`src/rtl/ghr_pkg.sv`:
```
package ghr_pkg;
  typedef enum logic [2:0] {
    RS_DIN = 3'd0, RS_ST1 = 3'd1, RS_ST2 = 3'd2, RS_SPS = 3'd3,
    RS_ADS = 3'd4, RS_AUX = 3'd5, RS_AD0 = 3'd6, RS_AD1 = 3'd7
  } rd_sel_e;
  typedef enum logic [2:0] {
    WS_DOUT = 3'd0, WS_MSK1 = 3'd1, WS_MSK2 = 3'd2, WS_SPM = 3'd3,
    WS_ADM = 3'd4, WS_AUX = 3'd5, WS_ADR = 3'd6, WS_EOS = 3'd7
  } wr_sel_e;
endpackage

```
`src/rtl/ghr_addr_latch.sv`:
```
module ghr_addr_latch #(
  parameter int AW = 16,
  parameter int SELW = 3,
  parameter logic [AW-1:0] BASE = 16'h1028
) (
  input  logic            clk,
  input  logic            rst_n,
  input  logic            ale,
  input  logic [AW-1:0]   ad,
  output logic            cs,
  output logic [SELW-1:0] sel
);
  logic [AW-1:0] addr_q;

  always_ff @(posedge clk) begin
    if (!rst_n) addr_q <= '0;
    else if (ale) addr_q <= ad;
  end

  assign cs  = (addr_q[AW-1:SELW] == BASE[AW-1:SELW]);
  assign sel = addr_q[SELW-1:0];


  ale_cap_chk: assert property (@(posedge clk) disable iff (!rst_n)
    ale |=> (addr_q == $past(ad)));
endmodule

```
`src/rtl/ghr_status_reg.sv`:
```
module ghr_status_reg #(
  parameter int W = 8
) (
  input  logic         clk,
  input  logic         rst_n,
  input  logic [W-1:0] set_i,
  input  logic         rd_clr,
  input  logic [W-1:0] mask_i,
  output logic [W-1:0] stat_o,
  output logic         hit_o
);
  logic [W-1:0] stat_q;

  always_ff @(posedge clk) begin
    if (!rst_n) stat_q <= '0;
    else if (rd_clr) stat_q <= set_i;
    else stat_q <= stat_q | set_i;
  end

  assign stat_o = stat_q;
  assign hit_o  = |(stat_q & mask_i);


  set_keep_chk: assert property (@(posedge clk) disable iff (!rst_n)
    (set_i != '0) |=> ((stat_q & $past(set_i)) == $past(set_i)));

  rd_clear_chk: assert property (@(posedge clk) disable iff (!rst_n)
    (rd_clr && set_i == '0) |=> (stat_q == '0));
endmodule

```
`src/rtl/ghr_datapath.sv`:
```
module ghr_datapath #(
  parameter int W = 8
) (
  input  logic         clk,
  input  logic         rst_n,
  input  logic         listen,
  input  logic         rx_valid,
  input  logic [W-1:0] rx_data,
  output logic         rx_ready,
  output logic         tx_valid,
  output logic [W-1:0] tx_data,
  input  logic         tx_ready,
  input  logic         wr_dout,
  input  logic [W-1:0] wdata,
  input  logic         rd_din,
  input  logic [W-1:0] eos,
  output logic [W-1:0] din,
  output logic         rx_take,
  output logic         tx_done,
  output logic         eos_hit
);
  logic         full_q, txv_q;
  logic [W-1:0] din_q, dout_q;

  assign rx_ready = listen & ~full_q;
  assign rx_take  = rx_valid & rx_ready;
  assign tx_done  = txv_q & tx_ready;
  assign eos_hit  = rx_take & (rx_data == eos);

  always_ff @(posedge clk) begin
    if (!rst_n) begin
      full_q <= 1'b0;
      din_q  <= '0;
    end else if (rx_take) begin
      full_q <= 1'b1;
      din_q  <= rx_data;
    end else if (rd_din) begin
      full_q <= 1'b0;
    end
  end

  always_ff @(posedge clk) begin
    if (!rst_n) begin
      txv_q  <= 1'b0;
      dout_q <= '0;
    end else if (txv_q) begin
      if (tx_ready) txv_q <= 1'b0;
    end else if (wr_dout) begin
      txv_q  <= 1'b1;
      dout_q <= wdata;
    end
  end

  assign tx_valid = txv_q;
  assign tx_data  = dout_q;
  assign din      = din_q;


  tx_hold_chk: assert property (@(posedge clk) disable iff (!rst_n)
    (tx_valid && !tx_ready) |=> (tx_valid && $stable(tx_data)));

  din_hold_chk: assert property (@(posedge clk) disable iff (!rst_n)
    (full_q && !rd_din) |=> $stable(din));
endmodule

```
`src/rtl/gpib_host_regs.sv`:
```
module gpib_host_regs #(
  parameter int AW = 16,
  parameter int DW = 8,
  parameter logic [AW-1:0] BASE = 16'h1028
) (
  input  logic          clk,
  input  logic          rst_n,
  input  logic          ale,
  input  logic [AW-1:0] ad,
  input  logic          rd_n,
  input  logic          wr_n,
  input  logic [DW-1:0] wdata,
  output logic [DW-1:0] rdata,
  output logic          irq,
  input  logic          listen,
  input  logic          rx_valid,
  input  logic [DW-1:0] rx_data,
  output logic          rx_ready,
  output logic          tx_valid,
  output logic [DW-1:0] tx_data,
  input  logic          tx_ready
);
  import ghr_pkg::*;
  localparam int SELW = 3;
  localparam int NSTAT = 2;

  logic            cs;
  logic [SELW-1:0] sel;
  logic            rd_act, wr_act;
  rd_sel_e         rsel;
  wr_sel_e         wsel;

  logic [DW-1:0] msk1, msk2, spm, aux, eos;
  logic [DW-3:0] adm;
  logic [DW-2:0] ad0, ad1;
  logic          listen_q;
  logic [DW-1:0] din;
  logic          rx_take, tx_done, eos_hit;

  logic [DW-1:0] st_set [NSTAT];
  logic [DW-1:0] st_msk [NSTAT];
  logic [DW-1:0] st_val [NSTAT];
  logic          st_clr [NSTAT];
  logic [NSTAT-1:0] st_hit;

  ghr_addr_latch #(.AW(AW), .SELW(SELW), .BASE(BASE)) u_alat (
    .clk(clk), .rst_n(rst_n), .ale(ale), .ad(ad), .cs(cs), .sel(sel)
  );

  assign rd_act = cs & ~rd_n & wr_n;
  assign wr_act = cs & ~wr_n & rd_n;
  assign rsel   = rd_sel_e'(sel);
  assign wsel   = wr_sel_e'(sel);

  always_ff @(posedge clk) begin
    if (!rst_n) begin
      msk1 <= '0; msk2 <= '0; spm <= '0; aux <= '0; eos <= '0;
      adm <= '0; ad0 <= '0; ad1 <= '0; listen_q <= 1'b0;
    end else begin
      listen_q <= listen;
      if (wr_act) begin
        unique case (wsel)
          WS_MSK1: msk1 <= wdata;
          WS_MSK2: msk2 <= wdata;
          WS_SPM:  spm  <= wdata;
          WS_ADM:  adm  <= wdata[DW-3:0];
          WS_AUX:  aux  <= wdata;
          WS_ADR:  if (wdata[DW-1]) ad1 <= wdata[DW-2:0];
                   else ad0 <= wdata[DW-2:0];
          WS_EOS:  eos  <= wdata;
          default: ;
        endcase
      end
    end
  end

  ghr_datapath #(.W(DW)) u_dp (
    .clk(clk), .rst_n(rst_n), .listen(listen),
    .rx_valid(rx_valid), .rx_data(rx_data), .rx_ready(rx_ready),
    .tx_valid(tx_valid), .tx_data(tx_data), .tx_ready(tx_ready),
    .wr_dout(wr_act && wsel == WS_DOUT), .wdata(wdata),
    .rd_din(rd_act && rsel == RS_DIN), .eos(eos), .din(din),
    .rx_take(rx_take), .tx_done(tx_done), .eos_hit(eos_hit)
  );

  assign st_set[0] = {{(DW-2){1'b0}}, tx_done, rx_take};
  assign st_set[1] = {{(DW-2){1'b0}}, listen & ~listen_q, eos_hit};
  assign st_msk[0] = msk1;
  assign st_msk[1] = msk2;
  assign st_clr[0] = rd_act && rsel == RS_ST1;
  assign st_clr[1] = rd_act && rsel == RS_ST2;

  for (genvar g = 0; g < NSTAT; g++) begin : g_stat
    ghr_status_reg #(.W(DW)) u_st (
      .clk(clk), .rst_n(rst_n), .set_i(st_set[g]), .rd_clr(st_clr[g]),
      .mask_i(st_msk[g]), .stat_o(st_val[g]), .hit_o(st_hit[g])
    );
  end

  assign irq = |st_hit;

  always_comb begin
    rdata = '0;
    if (rd_act) begin
      unique case (rsel)
        RS_DIN: rdata = din;
        RS_ST1: rdata = st_val[0];
        RS_ST2: rdata = st_val[1];
        RS_SPS: rdata = spm;
        RS_ADS: rdata = {adm, tx_valid, listen};
        RS_AUX: rdata = aux;
        RS_AD0: rdata = {1'b0, ad0};
        RS_AD1: rdata = {1'b0, ad1};
        default: rdata = '0;
      endcase
    end
  end


  rdata_gate_chk: assert property (@(posedge clk) disable iff (!rst_n)
    (rdata != '0) |-> (!rd_n && wr_n));

  irq_quiet_chk: assert property (@(posedge clk) disable iff (!rst_n)
    (msk1 == '0 && msk2 == '0) |-> !irq);
endmodule

```
`config.mk`:
```
export PLATFORM = sky130hd
export DESIGN_NAME = gpib_host_regs
export DESIGN_NICKNAME = d
export VERILOG_FILES = /design/src/rtl/ghr_pkg.sv /design/src/rtl/ghr_addr_latch.sv /design/src/rtl/ghr_status_reg.sv /design/src/rtl/ghr_datapath.sv /design/src/rtl/gpib_host_regs.sv
export SDC_FILE = /design/constraint.sdc
export NUM_CORES = 1
export LEC_CHECK = 0
export ABC_CLOCK_PERIOD_IN_PS = 2400
export BUFFER_PORTS_ARGS = -buffer_cell sky130_fd_sc_hd__buf_2
export CELL_PAD_IN_SITES_DETAIL_PLACEMENT = 0
export CELL_PAD_IN_SITES_GLOBAL_PLACEMENT = 1
export CORE_UTILIZATION = 25
export CTS_BUF_LIST = sky130_fd_sc_hd__clkbuf_16
export DETAILED_ROUTE_END_ITERATION = 7
export PLACE_DENSITY_LB_ADDON = 0.3
export SLEW_MARGIN = 20
export SYNTH_ARGS = -nofsm -noshare
export SYNTH_HDL_FRONTEND = slang
export SYNTH_SLANG_ARGS = --single-unit
```
`constraint.sdc`:
```
create_clock -name clk -period 2.4 [get_ports clk]
set_input_delay 0.36 -clock clk [delete_from_list [all_inputs] [get_ports clk]]
set_output_delay 0.36 -clock clk [all_outputs]
set_load 0.02 [all_outputs]
```
Yosys cells after proc, flatten, opt, wreduce, memory -nomap -nowiden --
Index checks and enable logic that the tools add are counted. W data, S select, Z words.
Operators by class: add/subtract/negate cells 0, $mul 0, div/mod/pow operators 0, magnitude comparators 0, eq/ne operators 9, shift operators 0, mux-type cells 9, bitwise operators 20, reductions and logical operators 18
Operators with widths (count):
- $pmux W8 S8 | 1
- $and A8 B8 Y8 | 2
- $or A8 B2 Y8 | 2
- $reduce_or A16 Y1 | 1
- $reduce_and A2 Y1 | 7
- $eq A13 B10 Y1 const B | 1
- $eq A3 B3 Y1 const B | 4
- $and A1 B1 Y1 | 9
- $eq A8 B8 Y1 | 1
- $mux W8 | 1
- $not A1 Y1 | 7
- $eq A3 B2 Y1 const B | 2
- $reduce_and A3 Y1 | 2
- $mux W1 | 5
- $logic_and A1 B1 Y1 | 4
- $mux W2 | 2
- $reduce_or A2 Y1 | 2
- $eq A3 B1 Y1 const B | 1
- $logic_not A3 Y1 | 1
- $reduce_bool A2 Y1 | 1
Word-level totals: flip-flop bits (word level) 111, latch bits 0, bits in writable memories 0, bits in read-only memories 0, input port bits 40, output and inout bits 19, word-level logic and storage cells 74, memories 0

Logic depth before layout (Yosys ltp) --
word-level depth 6, gate-level depth with buffers 7, gate-level depth less buffers 4

Modules after synthesis --
A second synthesis with hierarchy kept.
Second synthesis, totals: cell total of the unflattened synthesis 566, area total of the unflattened synthesis 5143.7 um^2
By module, submodules not included:
- gpib_host_regs | times used 1, cells an instance 364, area each 3044.2 um^2, sequential area each 1221.2 um^2
- ghr_datapath | times used 1, cells an instance 83, area each 802.0 um^2, sequential area each 360.3 um^2
- ghr_addr_latch | times used 1, cells an instance 59, area each 674.4 um^2, sequential area each 320.3 um^2
- ghr_status_reg | times used 2, cells an instance 30, area each 311.5 um^2, sequential area each 160.2 um^2

Worst setup path before layout --
OpenSTA, ideal clock, no wires.
path type register to output, from reg u_alat.addr_q[1], to out rdata[3], data arrival time 2.185 ns, data required time 2.040 ns, path slack -0.145 ns, stages on the path, launching flop included 5, path buffers 2, cell sequence dfxtp_1 clkbuf_1 clkbuf_1 a22oi_1 a2111oi_0
Between the ends: cells in the longest elaborated chain, start to end 3, elaborated cells between the ends (all ways) 10, classes of those cells eq/ne: 7; mux: 2; reduce/logical: 1
Ends and longest elaborated chain:
- from (decl) | line ghr_addr_latch.sv:13 | logic [AW-1:0] addr_q;
- from (signal assigned) | line ghr_addr_latch.sv:16 | if (!rst_n) addr_q <= '0;
- from (signal assigned) | line ghr_addr_latch.sv:17 | else if (ale) addr_q <= ad;
- $eq A3 B3 Y1 (tied with other cells) | line gpib_host_regs.sv:105 | unique case (rsel)
- $pmux W8 S8 (*) | line gpib_host_regs.sv:105
- $mux W8 (*) | line gpib_host_regs.sv:104 | if (rd_act) begin
- to (decl) | line gpib_host_regs.sv:13 | output logic [DW-1:0] rdata,
Every way passes the cells marked *; elsewhere a longest branch is shown, timed or not.

Worst setup path in the final report --
from reg u_alat.addr_q[10], to out rdata[4]
Between the ends: cells in the longest elaborated chain, start to end 4
Ends and longest elaborated chain:
- $eq A13 B10 Y1 | line ghr_addr_latch.sv:20 | assign cs = (addr_q[AW-1:SELW] == BASE[AW-1:SELW]);
- $and A1 B1 Y1 (2 in a row) | line gpib_host_regs.sv:50 | assign rd_act = cs & ~rd_n & wr_n;
- $mux W8 | line gpib_host_regs.sv:104
No other way between the ends.

==> flow_metrics.env <==
export IMPL_seqPwrFrac_pct=46.9
export IMPL_instances_no_fill=694
export IMPL_switching_share_pct=25.0
export IMPL_grt_pass1_vias=3202
export IMPL_vdd_drop_max_mv=0.303
export IMPL_clock_sinks=87
export IMPL_synth_area_um2=3940
export IMPL_yosys_most_used_dff="dfxtp_1"
export IMPL_postSynthCellCount=414
export IMPL_start_util_pct=25.7
export IMPL_required_ns=2.04
export IMPL_syn_mean_instance_area_um2=9.52
export IMPL_critPathMaxFanout=12
export IMPL_drive_gt1_share_pct=25.3
export IMPL_final_area_um2=4890
export IMPL_synth_distinct_cells=45
export IMPL_top_level_ports=59
export IMPL_grt_max_degree=42
export IMPL_cts_tree="done"
export IMPL_area_growth_pct=24.2
export IMPL_p_leak_nw=2.01
export IMPL_whs_ns=0.265
export IMPL_routed_wl_mm=10.8
export IMPL_min_path_type="in -> reg"
export IMPL_p_switching_mw=0.799
export IMPL_cellPowerDensity_nw_per_um2=653
export IMPL_port_buffers=58
export IMPL_tightest_slew_ns=0.611
export IMPL_crit_arrival_ns=1.92
export IMPL_dpl_hpwl_mm=7.70
export IMPL_core_um2=15300
export IMPL_status="finished, final reports clean"
export IMPL_die_w_um=128
export IMPL_setup_worst_path_end_class="primary output"
export IMPL_cts_root_buf="clkbuf_16"
export IMPL_ys_seq_area_share_pct=44.2
export IMPL_synth_seq_cells=87
export IMPL_clock_skew_ns=0.0107
export IMPL_multi_input_area_um2=2080
export IMPL_viasPerCell=4.40
export IMPL_finalSetupViolCount=0
export IMPL_via_count=3051
export IMPL_cts_max_level=3
export IMPL_comb_power_share_pct=8.5
export IMPL_path_clk_slew_ns=0.07
export IMPL_timing_hold_violations_final=0
export IMPL_r2r_slack_ns=0.42
export IMPL_worstSetupStartpointType="flop"
export IMPL_ant_nets=0
export IMPL_async_reset_ff_share_pct=0
export IMPL_n_antenna_cell=0
export IMPL_finalCriticalPeriod_ns=2.28
export IMPL_clkPwrFrac_pct=44.6
export IMPL_crit_type="reg -> out"
export IMPL_placed_cells=675
export IMPL_grt_antenna_before_repair=0
export IMPL_place_gp_congestion=0.755
export IMPL_final_max_slew_viol_count=0
export IMPL_seq_area_um2=1750
export IMPL_dieArea_um2=16300
export IMPL_drc=0
export IMPL_cts_buffers=9
export IMPL_synth_area_leaders="dfxtp_1 44%, mux2i_1 19%, nand2_1 8.7%"
export IMPL_first_pass_iters=4
export IMPL_synth_top_area_share_pct=44.2
export IMPL_n_fill_cell=1632
export IMPL_cap_viol_max_count=0
export IMPL_die_h_um=128
export IMPL_nets=518
export IMPL_cts_buffer_depth=2
export IMPL_grt_util_all_layers_pct=14.4
export IMPL_fin_crit_sh_pct=95.1
export IMPL_max_freq_ghz=0.438
export IMPL_synth_area_leader_cell="dfxtp_1"
export IMPL_final_cell_mix="91 x nand2_1, 84 x dfxtp_1, 76 x mux2i_1"
export IMPL_synth_edff_count=0
export IMPL_drt_iter0_markers=151
export IMPL_final_common_cell="nand2_1"
export IMPL_grt_pass1_wl_mm=17.5
export IMPL_wl_per_cell_um=15.6
export IMPL_rsz0062_at_grt="yes"
export IMPL_insertion_delay_ns=0.36
export IMPL_maxSlewHeadroom_pct=59.3
export IMPL_yosys_warnings=0
export IMPL_gr_total_overflow=0
export IMPL_rows=45
export IMPL_p_int_mw=2.40
export IMPL_syn_nets=454
export IMPL_place_area_um2=4530
-- registers in the layout, indices dropped and copies added (netlist names), 7 cells and up --
signal,count
u_alat.addr_q,16
aux,8
eos,8
spm,8
u_dp.din,8
u_dp.tx_data,8
ad0,7
ad1,7
-- metal layers --
metal | share of wire [%] | vias to the layer above | wire length [µm] | GRT usage, %
li1 | - | 1567 | - | -
met1 | 49 | 1429 | 5260 | 18.5
met2 | 46 | 45 | 5030 | 23.3
met3 | 3.2 | 10 | 347 | 3.10
met4 | 1.8 | 0 | 200 | 6.09
met5 | 0 | - | 0 | 0
-- metrics by stage --
step                      utilization (%)  setup WS, ns  TNS, ns  power [mW]
after floorplan                         -        0.0878        0        1.69
after global placement               29.6         0.234        0        1.79
after detailed placement             29.6         0.207        0        1.79
after CTS                            31.6       0.00226        0        3.23
after global routing                 32.0       -0.0131  -0.0131        3.34
final                                32.0         0.118        0        3.20
-- cell families after synthesis --
family	Yosys count	share of synthesized area (%)
AO/OA/AOI/OAI	44	8.16
XOR/XNOR	8	1.78
buffers and inverters	35	3.87
flip-flops	87	44.2
multiplexers	82	21.6
AND/OR/NAND/NOR	158	20.4
-- critical path, cell delays in order, from the launching register on --
cell      delay, ns
dfxtp_1        0.33
nor4b_4        0.33
nand4_1        0.13
buf_4          0.23
a211oi_1       0.30
buf_2          0.24
-- power by group through the flow --
stage	Clock, mW	Sequential (mW)	Combinational (mW)
CTS	1.47	1.50	0.263
global placement	0	1.53	0.257
global route	1.54	1.50	0.301
detailed placement	0	1.53	0.260
floorplan	0	1.52	0.167
finish	1.42	1.50	0.271
-- worst paths after layout --
kind | from | to | depth (start not counted)
setup reg to reg | u_alat.addr_q[2] | u_dp.tx_data[0] | 4
hold reg to reg | listen_q | g_stat[1].u_st.stat_o[1] | 1
hold / removal | tx_ready | g_stat[0].u_st.stat_o[1] | 3
setup / recovery | u_alat.addr_q[10] | rdata[4] | 5
-- synthesized netlist by cell type (5+ instances only) --
library cell	n
a21oi_1	5
dfxtp_1	87
inv_1	8
a21boi_0	9
o21ai_0	7
buf_2	5
nand2_1	91
clkbuf_1	18
mux2i_1	76
nor2_1	10
a22oi_1	7
nor2b_1	22
-- what timing repair did --
action | 4_1_cts | 5_1_grt
pin swaps | 1 | 2
hold buffers | 0 | 0
buffers inserted | 1 | 2
gates resized for setup | 4 | 9
endpoints found under the setup margin | 8 | 7
-- cell type report --
class	instances	share of cell area (%)
inverter	8	0.614
sequential	87	35.8
clock buffer	9	4.60
clock inverter	7	1.48
multi-input combinational	292	42.4
tap	211	5.40
timing repair buffer	80	9.69
Power figures use the tool's default switching activity.
